`src/rtl/cpic_pkg.sv`:
```
// Shared constants and types for the cascaded interrupt controller front-end.
// Assumes an 8-line controller per byte; port codes are fixed by software use.
package cpic_pkg;
    localparam int DATA_W   = 8;
    localparam int SEL_W    = 3;
    localparam int IDX_W    = 5;
    localparam int N_CTRL   = 2;

    localparam logic [SEL_W-1:0] PSEL_MCMD  = 3'd0;
    localparam logic [SEL_W-1:0] PSEL_MDATA = 3'd1;
    localparam logic [SEL_W-1:0] PSEL_SCMD  = 3'd2;
    localparam logic [SEL_W-1:0] PSEL_SDATA = 3'd3;
    localparam logic [SEL_W-1:0] PSEL_MTRIG = 3'd4;
    localparam logic [SEL_W-1:0] PSEL_STRIG = 3'd5;

    localparam logic [DATA_W-1:0] CMD_EOI = 8'h20;
    localparam int START_BIT  = 4;
    localparam int SINGLE_BIT = 1;
    localparam int MODEW_BIT  = 0;

    typedef enum logic [1:0] {
        INIT_IDLE = 2'd0,
        INIT_BASE = 2'd1,
        INIT_CASC = 2'd2,
        INIT_MODE = 2'd3
    } init_st_e;
endpackage

```
`src/rtl/cpic_ctrl.sv`:
```
// One controller: init-word sequencer, mask, trigger-type and in-service
// registers, and the end-of-interrupt command.
// Assumes the strobes are already decoded for this controller and are
// mutually exclusive; svc_set comes from the acknowledge logic.
module cpic_ctrl #(
    parameter int W = cpic_pkg::DATA_W,
    parameter logic [W-1:0] BASE_RST = '1
) (
    input  logic         clk,
    input  logic         rst_n,
    input  logic         cmd_we,
    input  logic         data_we,
    input  logic         trig_we,
    input  logic [W-1:0] wdata,
    input  logic [W-1:0] svc_set,
    output logic [W-1:0] mask_q,
    output logic [W-1:0] trig_q,
    output logic [W-1:0] isr_q,
    output logic [W-1:0] base_q,
    output logic         busy
);
    import cpic_pkg::*;

    localparam int ALIGN = $clog2(W);

    init_st_e    st_q;
    logic        need_casc_q;
    logic        need_mode_q;
    logic        is_start;
    logic        is_eoi;
    logic [W-1:0] eoi_clr;
    init_st_e    st_after_base;
    init_st_e    st_after_casc;

    // Decode command writes and pick the next init stage.
    always_comb begin
        is_start      = cmd_we && wdata[START_BIT];
        is_eoi        = cmd_we && (wdata == CMD_EOI);
        eoi_clr       = is_eoi ? (isr_q & (~isr_q + 1'b1)) : '0;
        st_after_casc = need_mode_q ? INIT_MODE : INIT_IDLE;
        st_after_base = need_casc_q ? INIT_CASC : st_after_casc;
    end

    // Init-word sequencer: which meaning the next data write carries.
    always_ff @(posedge clk) begin
        if (!rst_n) begin
            st_q        <= INIT_IDLE;
            need_casc_q <= 1'b0;
            need_mode_q <= 1'b0;
        end else if (is_start) begin
            st_q        <= INIT_BASE;
            need_casc_q <= !wdata[SINGLE_BIT];
            need_mode_q <= wdata[MODEW_BIT];
        end else if (data_we) begin
            case (st_q)
                INIT_BASE: st_q <= st_after_base;
                INIT_CASC: st_q <= st_after_casc;
                INIT_MODE: st_q <= INIT_IDLE;
                default:   st_q <= INIT_IDLE;
            endcase
        end
    end

    // Vector base, aligned to a whole controller's worth of lines.
    always_ff @(posedge clk) begin
        if (!rst_n)
            base_q <= BASE_RST;
        else if (data_we && !is_start && st_q == INIT_BASE)
            base_q <= {wdata[W-1:ALIGN], {ALIGN{1'b0}}};
    end

    // Mask register: cleared by an init start, loaded by idle data writes.
    always_ff @(posedge clk) begin
        if (!rst_n)
            mask_q <= '1;
        else if (is_start)
            mask_q <= '0;
        else if (data_we && st_q == INIT_IDLE)
            mask_q <= wdata;
    end

    // Trigger-type register, written only through its own port.
    always_ff @(posedge clk) begin
        if (!rst_n)
            trig_q <= '0;
        else if (trig_we)
            trig_q <= wdata;
    end

    // In-service bits: retire the lowest one on EOI, then add new ones.
    always_ff @(posedge clk) begin
        if (!rst_n)
            isr_q <= '0;
        else
            isr_q <= (isr_q & ~eoi_clr) | svc_set;
    end

    assign busy = (st_q != INIT_IDLE);
endmodule

```
`src/rtl/cpic_vec.sv`:
```
// Turns a request index into a vector from the two controllers' bases.
// Assumes both controllers have W lines and W is a power of two.
module cpic_vec #(
    parameter int W     = cpic_pkg::DATA_W,
    parameter int IDX_W = cpic_pkg::IDX_W
) (
    input  logic [W-1:0]     base_lo,
    input  logic [W-1:0]     base_hi,
    input  logic [IDX_W-1:0] idx,
    output logic [W-1:0]     vec,
    output logic             invalid
);
    localparam int ALIGN = $clog2(W);
    localparam int TOTAL = 2 * W;

    logic          upper;
    logic [W-1:0]  offset;

    // Range check, controller select and base-plus-offset sum.
    always_comb begin
        invalid = (idx >= IDX_W'(TOTAL));
        upper   = (idx >= IDX_W'(W));
        offset  = W'(idx[ALIGN-1:0]);
        if (invalid)
            vec = '0;
        else
            vec = (upper ? base_hi : base_lo) + offset;
    end
endmodule

```
`src/rtl/cpic_regif.sv`:
```
// Top of the cascaded controller register front-end: decodes the bus,
// instantiates the two controllers, registers read data and translates
// request indices. Assumes a single-cycle, non-overlapping rd/wr bus.
module cpic_regif #(
    parameter int DATA_W = cpic_pkg::DATA_W,
    parameter int SEL_W  = cpic_pkg::SEL_W,
    parameter int IDX_W  = cpic_pkg::IDX_W,
    parameter int N_CTRL = cpic_pkg::N_CTRL
) (
    input  logic                     clk,
    input  logic                     rst_n,
    input  logic [SEL_W-1:0]         bus_sel,
    input  logic                     bus_wr,
    input  logic                     bus_rd,
    input  logic [DATA_W-1:0]        bus_wdata,
    output logic [DATA_W-1:0]        bus_rdata,
    input  logic [N_CTRL*DATA_W-1:0] svc_set,
    output logic [N_CTRL*DATA_W-1:0] in_service,
    output logic [N_CTRL*DATA_W-1:0] irq_mask,
    output logic [N_CTRL*DATA_W-1:0] irq_level,
    output logic [N_CTRL-1:0]        init_busy,
    input  logic [IDX_W-1:0]         xlat_idx,
    output logic [DATA_W-1:0]        xlat_vec,
    output logic                     xlat_invalid
);
    import cpic_pkg::*;

    logic [DATA_W-1:0] base_arr [N_CTRL];
    logic [DATA_W-1:0] rd_next;

    for (genvar g = 0; g < N_CTRL; g++) begin : g_ctrl
        localparam logic [SEL_W-1:0] CMD_P  = (g == 0) ? PSEL_MCMD  : PSEL_SCMD;
        localparam logic [SEL_W-1:0] DATA_P = (g == 0) ? PSEL_MDATA : PSEL_SDATA;
        localparam logic [SEL_W-1:0] TRIG_P = (g == 0) ? PSEL_MTRIG : PSEL_STRIG;

        logic cmd_we;
        logic data_we;
        logic trig_we;

        // Per-controller write strobes from the shared bus.
        always_comb begin
            cmd_we  = bus_wr && (bus_sel == CMD_P);
            data_we = bus_wr && (bus_sel == DATA_P);
            trig_we = bus_wr && (bus_sel == TRIG_P);
        end

        cpic_ctrl #(.W(DATA_W)) u_ctrl (
            .clk     (clk),
            .rst_n   (rst_n),
            .cmd_we  (cmd_we),
            .data_we (data_we),
            .trig_we (trig_we),
            .wdata   (bus_wdata),
            .svc_set (svc_set[g*DATA_W +: DATA_W]),
            .mask_q  (irq_mask[g*DATA_W +: DATA_W]),
            .trig_q  (irq_level[g*DATA_W +: DATA_W]),
            .isr_q   (in_service[g*DATA_W +: DATA_W]),
            .base_q  (base_arr[g]),
            .busy    (init_busy[g])
        );
    end

    // Read multiplexer over the six ports.
    always_comb begin
        case (bus_sel)
            PSEL_MCMD:  rd_next = in_service[0 +: DATA_W];
            PSEL_MDATA: rd_next = irq_mask[0 +: DATA_W];
            PSEL_SCMD:  rd_next = in_service[DATA_W +: DATA_W];
            PSEL_SDATA: rd_next = irq_mask[DATA_W +: DATA_W];
            PSEL_MTRIG: rd_next = irq_level[0 +: DATA_W];
            PSEL_STRIG: rd_next = irq_level[DATA_W +: DATA_W];
            default:    rd_next = '0;
        endcase
    end

    // Read data register, updated only on a read strobe.
    always_ff @(posedge clk) begin
        if (!rst_n)
            bus_rdata <= '0;
        else if (bus_rd)
            bus_rdata <= rd_next;
    end

    cpic_vec #(.W(DATA_W), .IDX_W(IDX_W)) u_vec (
        .base_lo (base_arr[0]),
        .base_hi (base_arr[1]),
        .idx     (xlat_idx),
        .vec     (xlat_vec),
        .invalid (xlat_invalid)
    );
endmodule

```
`config.mk`:
```
export PLATFORM = sky130hd
export DESIGN_NAME = cpic_regif
export DESIGN_NICKNAME = d
export VERILOG_FILES = /design/src/rtl/cpic_pkg.sv /design/src/rtl/cpic_ctrl.sv /design/src/rtl/cpic_vec.sv /design/src/rtl/cpic_regif.sv
export SDC_FILE = /design/constraint.sdc
export NUM_CORES = 1
export LEC_CHECK = 0
export BUFFER_PORTS_ARGS = -buffer_cell sky130_fd_sc_hd__buf_2
export CAP_MARGIN = 5
export CORE_ASPECT_RATIO = 2
export CORE_MARGIN = 10
export CORE_UTILIZATION = 41
export DETAILED_ROUTE_END_ITERATION = 8
export GPL_TIMING_DRIVEN = 1
export PLACE_DENSITY = 0.65
export SYNTH_ARGS = -nofsm -noshare
export SYNTH_HDL_FRONTEND = slang
export SYNTH_SLANG_ARGS = --single-unit
```
`constraint.sdc`:
```
create_clock -name clk -period 2.67 [get_ports clk]
set_input_delay 0.1335 -clock clk [delete_from_list [all_inputs] [get_ports clk]]
set_output_delay 0.1335 -clock clk [all_outputs]
set_load 0.1 [all_outputs]
```
==> results of run 1 <==
[state kept, by name, indices dropped and copies added, names as in the netlist]
| name | flops |
|---|---|
| g_ctrl.u_ctrl.isr_q | 16 |
| g_ctrl.u_ctrl.mask_q | 16 |
| g_ctrl.u_ctrl.trig_q | 16 |
| g_ctrl.u_ctrl.base_q | 12 |
| bus_rdata | 8 |
| g_ctrl.u_ctrl.st_q | 4 |
| g_ctrl.u_ctrl.need_casc_q | 2 |
| g_ctrl.u_ctrl.need_mode_q | 2 |
[per-layer routing]
metal,GRT usage,routed length (um)
met4,0.0672,296
met3,0.0518,687
met1,0.185,4620
met2,0.328,6590
met5,0,0
[kinds of logic after synthesis]
kind of cell,after synthesis
and+or+nand+nor,155
AOI/OAI and AO/OA,116
DFF,76
buffers and inverters,54
muxes,26
adders and majority gates,10
xor gates and xnor gates,5
[path summary, 6_finish.rpt]
path | start | end | cells past startpoint
hold / removal | svc_set[8] | g_ctrl[1].u_ctrl.isr_q[0] | 3
setup reg to reg | g_ctrl[1].u_ctrl.st_q[0] | g_ctrl[1].u_ctrl.mask_q[6] | 6
hold reg to reg | g_ctrl[1].u_ctrl.base_q[2] | g_ctrl[1].u_ctrl.base_q[2] | 2
setup / recovery | g_ctrl[0].u_ctrl.base_q[2] | xlat_vec[6] | 9
[power breakdown]
part           total [uW]  switching, uW  internal, uW
combinational         725            573           153
clock                1460            455          1000
sequential           1220           43.2          1180
[tightest hold or removal path, cell delays in order]
cell and delay, ns:
buf_2 0.07, a21oi_1 0.03, nor2_1 0.07
[stage by stage]
step	cells	utilization	setup slack, ns	total power (uW)
detailed placement	619	0.482	0.217	1970
finish	637	0.526	0.175	3400
global route	637	0.526	0.0101	3510
global placement	619	0.482	0.294	1960
floorplan	442	-	-0.259	1800
CTS	637	0.525	0.112	3420
[placed cells by master (no fill, tap or decap), types with 5 or more instances in the layout]
cell / n
nor3_1: 7
nor2_2: 5
o21ai_0: 34
a221o_1: 14
inv_1: 21
nand2_1: 62
dfxtp_1: 76
nand3_1: 26
nor4_1: 6
a31oi_1: 6
clkbuf_16: 9
buf_2: 99
nor2b_1: 7
nand3b_1: 6
nor2_1: 13
mux2i_1: 24
o2bb2ai_1: 7
buf_4: 6
o221ai_1: 6
ha_1: 9
a21oi_1: 35
[final cells by class]
class | count | area (sq um)
Fill cell | 853 | 4250
Clock inverter | 5 | 125
Clock buffer | 10 | 229
Multi-Input combinational cell | 312 | 1990
Tap cell | 102 | 128
Inverter | 21 | 78.8
Timing Repair Buffer | 111 | 631
Sequential cell | 76 | 1520
[timing repair]
item,4_1_cts,5_1_grt
endpoints found under the hold margin,3,0
resized for setup,0,2
setup endpoints to repair,0,2
hold buffers,3,0
==> qor.csv, run 1 <==
metric;value;unit
WP data arrival;2.36;ns
min cycle time layout;2.50;ns
global route total overflow;0;
Setup Fix Bufs, Post-CTS;0;
CP Launch Type;register;
Synth warnings;0;
fmax;401;MHz
worst hold slack;0.0129;ns
EDFF count, synth;0;
vias in the first global route;3763;
final setup vio count;0;
Mean Syn Cell Area;8.44;sq um
residual DRC count;0;
Compound-Gate Fraction of Synth Area;0.201;
status;completed;
mux contribution to synthesized area;0.0704;
layout cells sized above 1;0.252;
Diodes inserted;0;
router iterations before antenna repair;5;
CP Class;register to primary output;
simple logic cell fraction of the synthesized area;0.210;
Setup Total Neg Slack;0;ns
slowest stage delay, CP;0.34;ns
gr usage total;0.180;
Initial DRC Count;213;
Netlist cell types;50;
RD Place Congestion;0.923;
Power Density;723;mW/mm^2
Synth top cells by count;76 x dfxtp_1, 62 x nand2_1, 35 x a21oi_1;
total CTS buffers;9;
IO buf count;102;
RSZ-0062 raised after global routing;false;
Synth Flop Type;dfxtp_1;
Max Clock Skew;0.00704;ns
largest cells by area after synthesis;dfxtp_1 41%, mux2i_1 6.4%, nand2_1 6.2%;
final period utilization;0.935;
worst slew pin tran;0.739;ns
Synth top area share;0.408;
CTS tree;done;
clock-pin slew on the worst setup and hold paths;0.06;ns
Sink Count;76;
Worst-Skew Late Latency;0.34;ns
H-tree lvl count;3;
Top Family by Delay on Critical Path;adder cells;
Max Cap Violations;0;
initial antenna violation count;0;
crit path capture type;primary output;
Mapped Cells;442;
DR WL/cell;19.1;um
WP buf/inv;2;
CP Cell Sequence;mux2_4 > ha_1 > inv_1 > fa_2 > nand2b_1 > a222oi_1 > xor2_1 > nor2_2 > buf_12;
Yosys top cell by area;dfxtp_1;
Post-synth ARST share;0;
min-delay worst type;input port to register;
placed wire-length estimate;9290;um
pin count of the biggest net entering global routing;38;
ANT nets after route;0;
Clock Root Buffer;clkbuf_16;
first-pass GRT wire length;19600;um
CP max-delay cell;fa_2;
Max Root-Sink Buffers;2;
most common cell in the netlist;dfxtp_1;
routed wire length;12200;um
Layout Nets;577;
critical-path maximum fanout;4;
Starting Density;0.417;
main combinational cell family by area after synthesis;simple AND/OR/NAND/NOR gates;
FF-to-FF setup slack;1.04;ns
Design Area, Final;0.00470;sq mm
drt via density;5.70;
final hold vios;0;
placed cell areas;0.00431;sq mm
vias;3632;
worst vdd ir;0.455;mV
number of synthesized register bits;76;
I/O pin count;103;
Syn Nets;488;
Mapped Area;0.00373;sq mm
Final Max Tran Viols;0;
Die Ht;155;um
core area;0.00895;sq mm
Die Span X;87.5;um
CP Data Required Time;2.54;ns
Rows;49;
Max-slew headroom;0.505;
XOR/XNOR share of the synthesized area;0.0117;
Lkg Pwr;0.00208;uW
post-synthesis adder-cell area fraction;0.0355;
Seq/Total Area, Yosys;0.408;
Area Growth Syn to Fin;26.1;%
die area;0.0135;sq mm
(Power assumes the default switching activity.)
==> run 2: changes to the inputs <==
--- a/config.mk
+++ b/config.mk
@@ -5,14 +5,15 @@
 export SDC_FILE = /design/constraint.sdc
 export NUM_CORES = 1
 export LEC_CHECK = 0
+export ABC_AREA = 1
 export BUFFER_PORTS_ARGS = -buffer_cell sky130_fd_sc_hd__buf_2
 export CAP_MARGIN = 5
-export CORE_ASPECT_RATIO = 2
+export CORE_ASPECT_RATIO = 0.9
 export CORE_MARGIN = 10
 export CORE_UTILIZATION = 41
 export DETAILED_ROUTE_END_ITERATION = 8
 export GPL_TIMING_DRIVEN = 1
-export PLACE_DENSITY = 0.65
+export PLACE_DENSITY = 0.64
 export SYNTH_ARGS = -nofsm -noshare
 export SYNTH_HDL_FRONTEND = slang
 export SYNTH_SLANG_ARGS = --single-unit
==> qor.csv, run 2 <==
metric;value;unit;change
EDFF count, synth;0;;unchanged
Layout Nets;726;;+26%
Synth Flop Type;dfxtp_1;;
Placement Setup Slack;0.0959;ns;-0.121 ns
DR WL/cell;15.4;um;-20%
Power Density;635;mW/mm^2;-12%
Syn Nets;628;;+29%
largest cells by area after synthesis;dfxtp_1 37%, nand2_1 10%, inv_1 8.1%;;
routed wire length;12500;um;+2.5%
min-delay worst type;input port to register;;
placed wire-length estimate;9370;um;+0.81%
global route total overflow;0;;unchanged
final hold vios;0;;unchanged
commonest non-fill, non-tap cell in the layout;nand2_1;;
slowest stage delay, CP;0.37;ns;+0.03 ns
clock-pin slew on the worst setup and hold paths;0.09;ns;+0.03 ns
Max Clock Skew;0.0128;ns;+0.00572 ns
Lkg Pwr;0.00248;uW;+19%
Yosys top cell by area;dfxtp_1;;
Area Growth Syn to Fin;22.8;%;
total CTS buffers;9;;unchanged
Mapped Cells;582;;+32%
Synth top area share;0.374;;-0.0333
min cycle time layout;2.50;ns;+0.00315 ns
commonest non-fill, non-tap cells in the layout;108 x nand2_1, 100 x buf_2, 88 x inv_1, 76 x dfxtp_1, 56 x a21oi_1;;
layout cells sized above 1;0.234;;-0.0188
WP buf/inv;3;;+1
crit path capture type;primary output;;
Top Family by Delay on Critical Path;adder cells;;
Mapped Area;0.00406;sq mm;+8.9%
I/O pin count;103;;unchanged
WP data arrival;2.36;ns;about the same
gr usage total;0.174;;-0.00630
number of synthesized register bits;76;;unchanged
CP max-delay cell;fa_2;;
CP Class;register to primary output;;
Clock Root Buffer;clkbuf_8;;
placed cell areas;0.00462;sq mm;+7.1%
worst hold slack;0.0111;ns;-0.00186 ns
ANT nets after route;0;;unchanged
final setup margin;0.172;ns;-0.00315 ns
final setup vio count;0;;unchanged
Rows;34;;-31%
Starting Density;0.421;;+0.00388
vias;4121;;+13%
Mean Syn Cell Area;6.98;sq um;-17%
status;completed;;
initial antenna violation count;0;;unchanged
Max Root-Sink Buffers;2;;unchanged
Final Max Tran Viols;0;;unchanged
Die Span X;125;um;+43%
Max-slew headroom;0.260;;-0.245
CP Data Required Time;2.54;ns;about the same
die area;0.0143;sq mm;+5.5%
pin count of the biggest net entering global routing;46;;+21%
vias in the first global route;4022;;+6.9%
Diodes inserted;0;;unchanged
H-tree lvl count;3;;unchanged
CP Cell Sequence;inv_1 > o21ai_4 > ha_1 > inv_1 > fa_2 > o21ai_2 > nand3_1 > nor2_1 > nor2_1 > nor2_2 > buf_12;;
Sink Count;76;;unchanged
router iterations before antenna repair;5;;unchanged
Worst-Skew Late Latency;0.37;ns;+0.03 ns
Post-synth ARST share;0;;unchanged
worst vdd ir;0.387;mV;-15%
RD Place Congestion;0.874;;-5.3%
drt via density;5.08;;-11%
Synth warnings;0;;unchanged
Die Ht;114;um;-26%
core area;0.00966;sq mm;+7.9%
Design Area, Final;0.00499;sq mm;+6.0%
critical-path maximum fanout;4;;unchanged
most common cell in the netlist;nand2_1;;
worst slew pin tran;1.11;ns;+0.370 ns
Initial DRC Count;270;;+27%
residual DRC count;0;;unchanged
IO buf count;102;;unchanged
largest registers;g_ctrl.u_ctrl.isr_q: 16 flops, g_ctrl.u_ctrl.mask_q: 16 flops, g_ctrl.u_ctrl.trig_q: 16 flops;;
Netlist cell types;31;;-38%
first-pass GRT wire length;20400;um;+4.3%
CTS tree;done;;
Max Cap Violations;0;;unchanged
final period utilization;0.936;;+0.00118
Seq/Total Area, Yosys;0.374;;-0.0333
fmax;400;MHz;-0.13%
Synth top cells by count;108 x nand2_1, 88 x inv_1, 76 x dfxtp_1;;
CP Launch Type;register;;
## run 2: cell types whose count changed after synthesis, sizes merged, moves of 9 or more
cell	previous run	this run
inv	21	99
nand2	62	116
nand4	0	31
nor2	18	49
mux2i	24	0
a21oi	35	58
nand3	26	44
a221o	14	0
o21ai	35	46
o21bai	0	11
clkbuf	20	10
o211ai	1	10
## run 2: final timing paths
| path | from | slack, ns | end | cells after the start |
|---|---|---|---|---|
| max | g_ctrl[1].u_ctrl.base_q[2] | 0.17 | xlat_vec[6] | 11 |
| min reg2reg | g_ctrl[0].u_ctrl.base_q[2] | 0.46 | g_ctrl[0].u_ctrl.base_q[2] | 2 |
| min | svc_set[12] | 0.01 | g_ctrl[1].u_ctrl.isr_q[4] | 3 |
| max reg2reg | g_ctrl[1].u_ctrl.isr_q[0] | 1.41 | g_ctrl[1].u_ctrl.isr_q[7] | 6 |
## run 2: per-stage QoR
step / power [uW] / cells / utilization / setup TNS (ns)
after global routing: 3300 / 811 / 0.516 / -0.00572
after global placement: 2070 / 785 / 0.478 / 0
after detailed placement: 2080 / 785 / 0.478 / 0
after CTS: 3180 / 811 / 0.515 / 0
after floorplan: 1910 / 582 / - / -0.0789
final: 3170 / 811 / 0.516 / 0
## run 2: layout make-up
| class | instances | area, sq um |
|---|---|---|
| Clock buffer | 12 | 155 |
| Clock inverter | 4 | 95.1 |
| Timing Repair Buffer | 113 | 648 |
| Tap cell | 126 | 158 |
| Multi-Input combinational cell | 379 | 2030 |
| Sequential cell | 76 | 1520 |
| Fill cell | 957 | 4670 |
| Inverter | 101 | 380 |
## run 2: cell families after synthesis
logic type | after synthesis | share of synthesized area
buffers and inverters | 127 | 0.135
flip-flops | 76 | 0.374
AND/OR/NAND/NOR | 242 | 0.283
adder cells (fa/ha/maj) | 10 | 0.0326
AO/OA/AOI/OAI | 127 | 0.174
## run 2: what timing repair did
action / 4_1_cts / 5_1_grt
hold buffers: 10 / 0
buffers inserted: 0 / 0
endpoints found under the setup margin: 3 / 1
endpoints found under the hold margin: 10 / 0
pin swaps: 0 / 1
gates resized for setup: 3 / 3
## run 2: tightest hold or removal path, delay by kind of cell
family / cells / cell delay, ns
compound gates: 1 / 0.06
buf+inv: 2 / 0.13
## run 2: metal layers
layer  global-route usage  up-vias  routed length (um)
met5                    0        -                   0
met4               0.0422        0                 173
met3               0.0556       15                 960
met2                0.275      119                5700
met1                0.226     1890                5650
li1                     -     2097                   -
## run 2: power by group
part           internal [uW]  switching [uW]  total (uW)  leakage (uW)
clock network            671             427        1100      0.000127
logic                    167             680         847       0.00173
registers               1180            42.6        1220      0.000623
==> run 3: changes to the inputs <==
--- a/config.mk
+++ b/config.mk
@@ -6,7 +6,7 @@
 export NUM_CORES = 1
 export LEC_CHECK = 0
 export ABC_AREA = 1
-export BUFFER_PORTS_ARGS = -buffer_cell sky130_fd_sc_hd__buf_2
+export BUFFER_PORTS_ARGS = -buffer_cell sky130_fd_sc_hd__buf_4
 export CAP_MARGIN = 5
 export CORE_ASPECT_RATIO = 0.9
 export CORE_MARGIN = 10
@@ -14,6 +14,7 @@
 export DETAILED_ROUTE_END_ITERATION = 8
 export GPL_TIMING_DRIVEN = 1
 export PLACE_DENSITY = 0.64
+export RECOVER_POWER = 50
 export SYNTH_ARGS = -nofsm -noshare
 export SYNTH_HDL_FRONTEND = slang
 export SYNTH_SLANG_ARGS = --single-unit
==> qor.csv, run 3 (synthesis gave the netlist of run 2 again) <==
metric;value;unit;change
global route total overflow;0;;unchanged
Initial DRC Count;280;;+3.7%
worst vdd ir;0.313;mV;-19%
Power Density;607;mW/mm^2;-4.5%
M2 GR Usage;0.266;;-0.00843
Starting Density;0.421;;unchanged
R2R depth;6;;unchanged
commonest non-fill, non-tap cell in the layout;nand2_1;;
Min-Delay Startpoint;svc_set[11];;
router iterations before antenna repair;6;;+1
RD Place Congestion;0.872;;-0.19%
worst slew pin tran;1.22;ns;+0.110 ns
RSZ-0062 raised after global routing;false;;
Diodes inserted;0;;unchanged
Layout Nets;719;;-0.96%
layout cells sized above 1;0.140;;-0.0935
I/O pin count;103;;unchanged
Worst-Skew Late Latency;0.36;ns;about the same
commonest non-fill, non-tap cells in the layout;109 x nand2_1, 90 x inv_1, 76 x dfxtp_1, 56 x a21oi_1, 56 x clkbuf_1;;
clock-pin slew on the worst setup and hold paths;0.08;ns;about the same
initial antenna violation count;0;;unchanged
DR WL/cell;15.6;um;+1.1%
CTS tree;done;;
CP Class;register to primary output;;
Sink Count;76;;unchanged
residual DRC count;0;;unchanged
Final Max Tran Viols;0;;unchanged
placed wire-length estimate;9510;um;+1.5%
CP Launch Type;register;;
final setup vio count;0;;unchanged
Max-slew headroom;0.191;;-0.0691
routed wire length;12500;um;+0.24%
Max Clock Skew;0.00933;ns;-0.00343 ns
Die Ht;114;um;unchanged
fmax;400;MHz;about the same
Clock Root Buffer;clkbuf_8;;
gr usage total;0.170;;-0.00440
min cycle time layout;2.50;ns;-0.00105 ns
WP data arrival;2.36;ns;about the same
CP endpoint;xlat_vec[6];;
ANT nets after route;0;;unchanged
Die Span X;125;um;unchanged
GR peak layer;met2;;
drt via density;5.08;;about the same
H-tree lvl count;3;;unchanged
core area;0.00966;sq mm;unchanged
first-pass GRT wire length;20000;um;-2.3%
Lkg Pwr;0.00225;uW;-9.0%
largest registers;g_ctrl.u_ctrl.isr_q: 16 flops, g_ctrl.u_ctrl.mask_q: 16 flops, g_ctrl.u_ctrl.trig_q: 16 flops;;
status;completed;;
min-delay worst type;input port to register;;
Critical Path Start;g_ctrl[1].u_ctrl.base_q[2];;
pin count of the biggest net entering global routing;47;;+2.2%
worst hold slack;0.0114;ns;+0.000337 ns
die area;0.0143;sq mm;unchanged
final period utilization;0.935;;about the same
total CTS buffers;9;;unchanged
FF-to-FF setup slack;1.37;ns;-0.04 ns
final hold vios;0;;unchanged
Rows;34;;unchanged
Max Root-Sink Buffers;2;;unchanged
crit path capture type;primary output;;
worst r2r src;g_ctrl[1].u_ctrl.isr_q[0];;
GR Util met3;0.0431;;-0.0125
vias;4087;;-0.83%
Max Cap Violations;0;;unchanged
Area Growth Syn to Fin;19.0;%;
GR Layer Usage met1;0.226;;-0.000511
CP Data Required Time;2.54;ns;about the same
RR Endpoint;g_ctrl[1].u_ctrl.isr_q[7];;
critical-path maximum fanout;4;;unchanged
vias in the first global route;3861;;-4.0%
post-layout util;0.501;;-0.0159
IO buf count;102;;unchanged
-- run 3: changes by cell type in the layout (fill, tap and decap cells not counted), sizes merged --
cell	change
buf	-57
clkbuf	+53
dlygate4sd3	-6
clkinvlp	+3
bufinv	-2
clkinv	+2
-- run 3: power by group --
part | internal [uW] | switching (uW)
logic | 163 | 673
registers | 1180 | 44.2
clock network | 426 | 445
-- run 3: metal layers --
layer / wire length [um] / share of wire
met1: 6000 / 0.48
met2: 5680 / 0.45
met3: 670 / 0.054
met4: 171 / 0.014
met5: 0 / 0
-- run 3: worst min path at each step --
stage,end,slack [ns],cells past startpoint
6_report,g_ctrl[1].u_ctrl.isr_q[3],0.01,3
5_1_grt,g_ctrl[1].u_ctrl.isr_q[7],0.01,3
4_1_cts,g_ctrl[1].u_ctrl.isr_q[3],0.004,3
3_5_place_dp,g_ctrl[0].u_ctrl.isr_q[1],0.35,3
3_3_place_gp,g_ctrl[0].u_ctrl.isr_q[1],0.34,3
2_1_floorplan,g_ctrl[0].u_ctrl.base_q[7],0.25,2
-- run 3: worst max-delay path, stage by stage, from the launching register on --
cell	delay, ns
dfxtp_1	0.31
inv_1	0.07
o21ai_4	0.19
ha_1	0.20
inv_1	0.06
fa_2	0.37
o21ai_2	0.17
nand3_1	0.11
nor2_1	0.14
nor2_1	0.06
nor2_2	0.15
buf_12	0.19
-- run 3: what timing repair did --
item                       in CTS  in global routing
hold endpoints to repair        4                  0
hold buffers                    4                  0
setup buffers                   0                  0
cloned                          0                  0
gates resized for setup         4                  5
setup endpoints to repair       2                  1
-- run 3: stage by stage --
step	std cells	setup slack, ns	total power [uW]	cell area, sq um	setup TNS (ns)
3_3_place_gp	784	0.197	2110	4840	0
6_report	804	0.173	2930	4830	0
3_5_place_dp	784	0.0998	2120	4840	0
4_1_cts	804	0.0511	2990	5080	0
2_1_floorplan	582	-0.0789	1910	4080	-0.0789
5_1_grt	804	0.0400	3050	4830	0
-- run 3: layout make-up --
cell class / count / area [sq um]
clock buffers: 9 / 124
clock inverters: 7 / 67.6
fillers: 1032 / 4820
inverters: 101 / 380
multi-input cells: 379 / 1970
flip-flops and latches: 76 / 1520
well taps: 126 / 158
repair buffers: 106 / 608
